## config.mk

```make
export PLATFORM = sky130hd
export DESIGN_NAME = vram_write_ctrl
export DESIGN_NICKNAME = d
export VERILOG_FILES = /design/src/rtl/vwc_pkg.sv /design/src/rtl/vwc_ctrl.sv /design/src/rtl/vwc_datapath.sv /design/src/rtl/vram_write_ctrl.sv
export SDC_FILE = /design/constraint.sdc
export NUM_CORES = 1
export LEC_CHECK = 0
export BUFFER_PORTS_ARGS = -buffer_cell sky130_fd_sc_hd__buf_2
export CAP_MARGIN = 40
export CORE_MARGIN = 8
export CORE_UTILIZATION = 52
export CTS_CLUSTER_DIAMETER = 120
export DETAILED_ROUTE_END_ITERATION = 16
export PLACE_DENSITY = 0.83
export SKIP_LAST_GASP = 1
export SLEW_MARGIN = 20
export SYNTH_ARGS = -nofsm -noshare
export SYNTH_HDL_FRONTEND = slang
export SYNTH_HIERARCHICAL = 1
export SYNTH_SLANG_ARGS = --single-unit
```

## constraint.sdc

```tcl
create_clock -name clk -period 3.2 [get_ports clk]
set_input_delay 0.48 -clock clk [delete_from_list [all_inputs] [get_ports clk]]
set_output_delay 0.48 -clock clk [all_outputs]
set_load 0.02 [all_outputs]
```

## src/rtl/vwc_pkg.sv

```systemverilog
package vwc_pkg;
  // Strobes passed from the control to the datapath each cycle.
  typedef struct packed {
    logic capture;  // latch the request code
    logic commit;   // perform the memory write this cycle
    logic load;     // load the write position
  } vwcStrobes_t;
endpackage

```

## src/rtl/vwc_ctrl.sv

```systemverilog
module vwc_ctrl
  import vwc_pkg::*;
(
  input  logic        clk,
  input  logic        rstN,
  input  logic        reqValid,
  input  logic        addrSetValid,
  input  logic        dotRun,
  output vwcStrobes_t strobes,
  output logic        busy
);
  logic pending;

  always_comb begin
    strobes.capture = reqValid && !pending;
    strobes.commit  = pending && dotRun;
    strobes.load    = addrSetValid;
  end

  always_ff @(posedge clk) begin
    if (!rstN)                pending <= 1'b0;
    else if (strobes.capture) pending <= 1'b1;
    else if (strobes.commit)  pending <= 1'b0;
  end

  assign busy = pending;

  p_accept_idle_r2: assert property (@(posedge clk) disable iff (!rstN)
    (!busy && reqValid) |=> busy);
  p_hold_stopped_r4: assert property (@(posedge clk) disable iff (!rstN)
    (busy && !dotRun) |=> busy);
  p_done_one_cycle_r3: assert property (@(posedge clk) disable iff (!rstN)
    (busy && dotRun) |=> !busy);
endmodule

```

## src/rtl/vwc_datapath.sv

```systemverilog
module vwc_datapath
  import vwc_pkg::*;
#(
  parameter int COLS   = 24,
  parameter int ROWS   = 12,
  parameter int DATA_W = 11,
  localparam int COL_W  = $clog2(COLS),
  localparam int ROW_W  = $clog2(ROWS),
  localparam int ADDR_W = $clog2(COLS * ROWS)
) (
  input  logic              clk,
  input  logic              rstN,
  input  vwcStrobes_t       strobes,
  input  logic [DATA_W-1:0] reqData,
  input  logic [COL_W-1:0]  addrSetCol,
  input  logic [ROW_W-1:0]  addrSetRow,
  input  logic [COL_W-1:0]  rdCol,
  input  logic [ROW_W-1:0]  rdRow,
  output logic              memWe,
  output logic [ADDR_W-1:0] memAddr,
  output logic [DATA_W-1:0] memWdata
);
  localparam logic [COL_W-1:0] LAST_COL = COL_W'(COLS - 1);
  localparam logic [ROW_W-1:0] LAST_ROW = ROW_W'(ROWS - 1);

  logic [COL_W-1:0]  wrCol;
  logic [ROW_W-1:0]  wrRow;
  logic [DATA_W-1:0] dataReg;
  logic [ADDR_W-1:0] wrLinear;
  logic [ADDR_W-1:0] rdLinear;

  always_ff @(posedge clk) begin
    if (!rstN)                dataReg <= '0;
    else if (strobes.capture) dataReg <= reqData;
  end

  always_ff @(posedge clk) begin
    if (!rstN) begin
      wrCol <= '0;
      wrRow <= '0;
    end else if (strobes.load) begin
      wrCol <= (int'(addrSetCol) < COLS) ? addrSetCol : '0;
      wrRow <= (int'(addrSetRow) < ROWS) ? addrSetRow : '0;
    end else if (strobes.commit) begin
      if (wrCol == LAST_COL) begin
        wrCol <= '0;
        wrRow <= (wrRow == LAST_ROW) ? '0 : wrRow + 1'b1;
      end else begin
        wrCol <= wrCol + 1'b1;
      end
    end
  end

  assign wrLinear = ADDR_W'(wrRow) * ADDR_W'(COLS) + ADDR_W'(wrCol);
  assign rdLinear = ADDR_W'(rdRow) * ADDR_W'(COLS) + ADDR_W'(rdCol);

  assign memWe    = strobes.commit;
  assign memWdata = dataReg;
  assign memAddr  = strobes.commit ? wrLinear : rdLinear;

  p_col_range_r6: assert property (@(posedge clk) disable iff (!rstN)
    int'(wrCol) < COLS);
  p_row_range_r7: assert property (@(posedge clk) disable iff (!rstN)
    int'(wrRow) < ROWS);
  p_line_advance_r6: assert property (@(posedge clk) disable iff (!rstN)
    (strobes.commit && !strobes.load && wrCol == LAST_COL && wrRow != LAST_ROW)
      |=> (wrCol == '0 && wrRow == $past(wrRow) + 1'b1));
  p_line_wrap_r7: assert property (@(posedge clk) disable iff (!rstN)
    (strobes.commit && !strobes.load && wrCol == LAST_COL && wrRow == LAST_ROW)
      |=> (wrCol == '0 && wrRow == '0));
  p_load_wins_r8: assert property (@(posedge clk) disable iff (!rstN)
    (strobes.load && int'(addrSetCol) < COLS) |=> wrCol == $past(addrSetCol));
endmodule

```

## src/rtl/vram_write_ctrl.sv

```systemverilog
module vram_write_ctrl
  import vwc_pkg::*;
#(
  parameter int COLS   = 24,
  parameter int ROWS   = 12,
  parameter int DATA_W = 11,
  localparam int COL_W  = $clog2(COLS),
  localparam int ROW_W  = $clog2(ROWS),
  localparam int ADDR_W = $clog2(COLS * ROWS)
) (
  input  logic              clk,
  input  logic              rstN,
  input  logic              reqValid,
  input  logic [DATA_W-1:0] reqData,
  input  logic              addrSetValid,
  input  logic [COL_W-1:0]  addrSetCol,
  input  logic [ROW_W-1:0]  addrSetRow,
  input  logic              dotRun,
  input  logic [COL_W-1:0]  rdCol,
  input  logic [ROW_W-1:0]  rdRow,
  output logic              busy,
  output logic              memWe,
  output logic [ADDR_W-1:0] memAddr,
  output logic [DATA_W-1:0] memWdata
);
  vwcStrobes_t strobes;

  vwc_ctrl u_ctrl (
    .clk          (clk),
    .rstN         (rstN),
    .reqValid     (reqValid),
    .addrSetValid (addrSetValid),
    .dotRun       (dotRun),
    .strobes      (strobes),
    .busy         (busy)
  );

  vwc_datapath #(
    .COLS   (COLS),
    .ROWS   (ROWS),
    .DATA_W (DATA_W)
  ) u_datapath (
    .clk        (clk),
    .rstN       (rstN),
    .strobes    (strobes),
    .reqData    (reqData),
    .addrSetCol (addrSetCol),
    .addrSetRow (addrSetRow),
    .rdCol      (rdCol),
    .rdRow      (rdRow),
    .memWe      (memWe),
    .memAddr    (memAddr),
    .memWdata   (memWdata)
  );

  p_write_needs_run_r4: assert property (@(posedge clk) disable iff (!rstN)
    memWe |-> (dotRun && busy));
endmodule

```

==> impl_metrics.yaml, run 1 <==
timing:
  setup_viol: 0
  max_slew.worst_pin.slew_ns: 0.676
  hold_violations: 0
  rsz0062_at_grt: "false"
  max_freq_mhz: 324
  finalClockSkew_ns: 0.00611
  slew-limit-headroom_pct: 55.0
  slew_violations: 0
  finalCriticalPeriod_ns: 3.09
  fin_crit_sh_pct: 96.6
  timing.setup.tns_ns: 0
  layout_setup_ws_ns: 0.110
power:
  intPower_mw: 0.450
  p_sw_share_pct: 36.0
  peakVddDrop_uv: 222
  p_clk_share_pct: 18.6
  switching_power_mw: 0.252
  total_leakage_power_nw: 1.06
  pwr-share-comb_pct: 39.9
  seqPwrFrac_pct: 41.6
  cellPowerDensity_mw_per_mm2: 321
route:
  wl_um: 4460
  viasPerCell: 5.76
  vias: 1727
  drc_errors: 0
  drt_iter0_drc: 114
  ant_nets: 0
  dr.pass1.iters: 4
  avgRoutedWirePerCell_um: 14.9
global_routing:
  grt-ovfl-total: 0
  track_usage_pct: 14.8
  grt_pass1_vias: 1677
  grt_max_degree: 22
  use_met3_pct: 3.66
  grt_busiest_layer: "met2"
  grtUsageMet2_pct: 27.2
  antenna_found_initial: 0
  grt_pass1_wl_um: 7450
  grtUsageMet1_pct: 16.4
placement:
  port_buffers: 55
  dpl_worst_slack_ns: 0.121
  place.gp.congestion: 0.832
  hpwlAfterDp_um: 3570
  placed_area_sq_mm: 0.00215
layout:
  layout-drive-gt1-share_pct: 30.3
  finish.instance_area_sq_mm: 0.00219
  area_delta_synth_final_pct: 17.1
  regArea_sq_um: 420
  antenna_cells: 0
  post-route-util_pct: 64.6
  layout.nets: 307
  multiInputGateArea_sq_mm: 0.00135
  fill_cells: 281
synth:
  synth_fa_ha_area_share_pct: 13.7
  synth_top_family_by_area: "compound AO/OA/AOI/OAI gates"
  syn_inst: 205
  yosysUniqueCellTypes: 57
  synth_edf_count: 0
  synth.area.mux_share_pct: 9.97
  post-synth-top-count-cell: "dfxtp_1"
  synth_seq_cells: 21
  syn_area_sq_mm: 0.00187
  yosysTopAreaCell: "dfxtp_1"
  netlist_top_cells_count: "dfxtp_1, nor2b_1, ha_1"
  synth.area.top_cells: "dfxtp_1, ha_1, mux2i_1"
  synth_compound_area_share_pct: 24.0
  synth_simple_gate_area_share_pct: 20.3
  synth-xor-area-share_pct: 4.02
  syn-mean-instance-area_sq_um: 9.12
  ys_async_sr_fraction_pct: 0
  syn_nets: 257
  yosysSeqAreaShare_pct: 22.5
  synth_top_area_share_pct: 22.5
  synthFlopType: "dfxtp_1"
  yosys_warnings: 6
flow_run:
  drv_cap: 0
worst_setup_path:
  crit_fanout: 7
  worst_ep_arrival_time_ns: 2.61
  slowest_stage: "fa_2"
  crit_type: "primary input to output pin"
  max_stage_delay_ns: 0.60
  crit_family: "adder cells"
  path_cells: "buf_2 -> ha_1 -> fa_2 -> or4b_4 -> o31ai_2 -> a2111oi_1 -> a32oi_1 -> buf_4"
  endpoint_kind: "output pin"
  crit_required_ns: 2.72
  startpoint_type: "primary input"
  worst-path-buf-inv: 2
cts:
  cts_buffers: 3
  cts_tree: "built"
  cts-root-buf: "clkbuf_4"
  cts_buffer_depth: 2
  cts_setup_buffers: 0
  cts-htree-levels: 1
  clk_latency_ns: 0.31
  cts_sinks: 21
  path_clk_slew_ns: 0.12
die:
  fp.dieArea_sq_mm: 0.00577
  start_util_pct: 55.1
  ioPinCount: 56
  coreArea_sq_mm: 0.00339
  die_w_um: 76.0
  die_h_um: 76.0
  row_count: 21
hold_path:
  hp-class: "primary input to register"
outcome:
  status: "finished, final reports clean"
flip-flops by register name, summed over array words and instances (netlist names):
register	flops
u_datapath/memWdata	11
u_ctrl/busy	1
u_datapath/wrRow	4
u_datapath/wrCol	5
routing by layer:
layer | routed length [um] | vias up
met3 | 248 | 2
met2 | 2260 | 44
met5 | 0 | -
li1 | - | 866
met1 | 1920 | 815
met4 | 27 | 0
repair_timing:
item / in CTS / in global routing
gates resized for setup: 0 / 3
setup endpoints to repair: 0 / 1
hold buffers: 0 / 0
layout by cell type, fill, tap and decap left out, types with 2 or more instances in the layout:
master,netlist,final
and4b_1,3,3
nor2b_1,16,16
mux2i_1,13,13
dfxtp_1,21,21
o311a_1,2,2
a211oi_1,2,2
ha_1,14,14
xor2_1,3,3
o211ai_1,2,2
inv_1,8,8
and3b_1,2,2
o21ai_0,13,13
a21boi_0,5,5
nor2_1,6,6
xnor2_1,3,3
nand3_1,3,3
clkbuf_4,0,3
buf_2,4,54
a21oi_1,11,11
nand2_1,8,8
a31oi_1,3,3
mux2_2,5,5
a21o_1,6,6
buf_4,3,4
a311oi_1,2,2
fa_1,4,3
and2_1,2,2
nand3b_1,3,3
o211a_1,3,3
and3_1,2,2
nor3_1,2,2
and3b_2,2,2
final timing paths:
path	from	to	slack, ns	depth (start not counted)
hold / removal	reqData[1]	u_datapath/memWdata[1]	0.43	3
setup reg to reg	u_ctrl/busy	u_datapath/wrRow[3]	1.25	5
hold reg to reg	u_datapath/memWdata[1]	u_datapath/memWdata[1]	0.53	2
setup / recovery	rdRow[1]	memAddr[8]	0.11	8
worst min-delay path: cells and delay by family:
family	cells	cell delay [ns]
buffers and inverters	1	0.07
AND/OR/NAND/NOR	1	0.10
multiplexers	1	0.05
area by class of cell:
cell class	count	share of cell area (%)
clock buffers	3	1.03
well taps	46	2.63
clock inverters	1	0.229
repair buffers	58	13.7
flip-flops and latches	21	19.2
inverters	8	1.37
multi-input cells	163	61.8
stage by stage:
| stage | power [mW] | hold slack, ns | cells |
|---|---|---|---|
| floorplan | 0.492 | 0.502 | 205 |
| global placement | 0.566 | 0.491 | 296 |
| detailed placement | 0.575 | 0.503 | 296 |
| CTS | 0.703 | 0.428 | 300 |
| global route | 0.746 | 0.431 | 300 |
| finish | 0.702 | 0.435 | 300 |
logic make-up after synthesis:
family          Yosys count
simple gates             59
fa+ha+maj                18
mux                      18
xor+xnor                  7
buf+inv                  21
flops                    21
compound gates           61
power by group through the flow:
stage	combinational, mW	sequential [mW]	clock, mW
final	0.280	0.292	0.130
after global routing	0.305	0.295	0.146
after CTS	0.278	0.292	0.133
after global placement	0.269	0.297	0
after detailed placement	0.277	0.298	0
after floorplan	0.184	0.307	0
Power figures use the tool's default switching activity.
==> run 2, diff against run 1 <==
Clock period 3.2 ns to 2.9 ns, I/O delays scaled along.
==> run 2 against run 1 <==
Net effect:
- routed wire length increased by 3.3%
- clock skew fell by 0.00091 ns
- via count shrank 0.69%
- critical endpoint unchanged
- final cell count up 1.7%
- flip-flop and latch count did not move
- combinational power increased by 17%
- count of clock-buffer cells in the layout did not move
- largest cell class unchanged
- critical path type unchanged
- total power grew 13%
- first-iteration DRC count is 3.5% higher
- sequential share of layout area shrank 0.56 points
==> impl_metrics.yaml, run 2 (synthesized netlist as in run 1, its figures left out) <==
outcome:
  status: "finished, final reports clean"
worst_setup_path:
  crit_type: "primary input to output pin"
  startpoint: "rdRow[1]"
  path_cells: "buf_2 -> ha_4 -> fa_2 -> or4b_4 -> o31ai_4 -> a2111oi_2 -> a32oi_1 -> buf_4"
  max_stage_delay_ns: 0.56
  worst_ep_arrival_time_ns: 2.42
  slowest_stage: "fa_2"
  rr_startpoint: "u_ctrl/busy"
  endpoint_kind: "output pin"
  crit_required_ns: 2.47
  startpoint_type: "primary input"
  crit_fanout: 4
timing:
  max_slew.worst_pin.slew_ns: 0.739
  setup_viol: 0
  timing.setup.tns_ns: 0
  holdWs_ns: 0.373
  finalCriticalPeriod_ns: 2.86
  fin_crit_sh_pct: 98.6
  hold_violations: 0
  max_freq_mhz: 350
  layout_setup_ws_ns: 0.0415
  slew_violations: 0
  finalClockSkew_ns: 0.00520
  slew-limit-headroom_pct: 50.7
global_routing:
  antenna_found_initial: 0
  grt_pass1_vias: 1669
  grt-ovfl-total: 0
  grt_max_degree: 22
  track_usage_pct: 15.3
  grt_pass1_wl_um: 7590
cts:
  hold_buffers: 0
  cts_tree: "built"
  cts_buffers: 3
  cts-root-buf: "clkbuf_4"
  cts_sinks: 21
  path_clk_slew_ns: 0.12
  clk_latency_ns: 0.31
  cts-htree-levels: 1
  cts_buffer_depth: 2
route:
  wl_um: 4600
  drc_errors: 0
  vias: 1715
  drt_iter0_drc: 118
  avgRoutedWirePerCell_um: 15.1
  viasPerCell: 5.62
  ant_nets: 0
  dr.pass1.iters: 4
layout:
  area_delta_synth_final_pct: 21.8
  layout.nets: 312
  layout.cells.non_filler: 305
  layout-drive-gt1-share_pct: 35.1
  largest_register_ffs: 11
  final_cell_mix: "buf_2, dfxtp_1, nor2b_1, o21ai_0, mux2i_1"
  layout_commonest_cell: "buf_2"
  antenna_cells: 0
power:
  total_leakage_power_nw: 1.10
  cellPowerDensity_mw_per_mm2: 349
  peakVddDrop_uv: 277
die:
  row_count: 21
  die_h_um: 76.0
  coreArea_sq_mm: 0.00339
  fp.dieArea_sq_mm: 0.00577
  ioPinCount: 56
  die_w_um: 76.0
  start_util_pct: 55.1
placement:
  dp_cells: 300
  port_buffers: 55
  place.gp.congestion: 0.834
  dpl_worst_slack_ns: -0.0662
  hpwlAfterDp_um: 3490
hold_path:
  hp-start: "reqData[5]"
  hp-class: "primary input to register"
flow_run:
  drv_cap: 0
## run 2: cell count changes in the layout (fill, tap and decap cells not counted), moves of 2 or more
cell     before  now
dfxtp_2       0    3
dfxtp_1      21   18
ha_1         14   11
buf_4         4    8
ha_2          0    2
## run 2: path summary, 6_finish.rpt
| check | depth (start not counted) | slack, ns | endpoint |
|---|---|---|---|
| max | 8 | 0.04 | memAddr[8] |
| min | 3 | 0.37 | u_datapath/memWdata[5] |
| max reg2reg | 5 | 0.93 | u_datapath/wrRow[3] |
| min reg2reg | 2 | 0.53 | u_datapath/memWdata[5] |
## run 2: per-stage QoR
step,util [%],area [sq um],power [mW]
floorplan,-,1870,0.542
global placement,64.3,2180,0.629
detailed placement,64.3,2180,0.636
CTS,66.8,2260,0.796
global route,67.1,2280,0.848
finish,67.1,2280,0.795
## run 2: area by class of cell
type | instances | area (sq um)
Multi-Input combinational cell | 163 | 1400
Fill cell | 286 | 1110
Sequential cell | 21 | 424
Timing Repair Buffer | 63 | 342
Tap cell | 46 | 57.6
Inverter | 8 | 30.0
Clock buffer | 3 | 22.5
Clock inverter | 1 | 5.00
## run 2: worst max-delay path, delay by kind of cell
kind / cells / cell delay (ns)
adder cells (fa/ha/maj): 2 / 0.73
AND/OR/NAND/NOR: 1 / 0.50
AO/OA/AOI/OAI: 3 / 0.48
buffers and inverters: 2 / 0.30
## run 2: power breakdown
group,switching [mW],internal [mW]
sequential,0.0160,0.307
clock,0.0929,0.0516
combinational,0.177,0.150
total,0.286,0.508
## run 2: what timing repair did
action                     in CTS  in global routing
pin swaps                       2                  2
setup endpoints to repair       2                  2
resized for setup               9                  7
setup buffers                   1                  0
## run 2: metal layers
metal	wire [um]	vias to the layer above	track usage, %	share of wire (%)
li1	-	873	-	-
met1	2040	796	17.2	44
met2	2330	42	27.2	51
met3	196	4	3.66	4.3
met4	36	0	4.90	0.78
met5	0	-	0	0
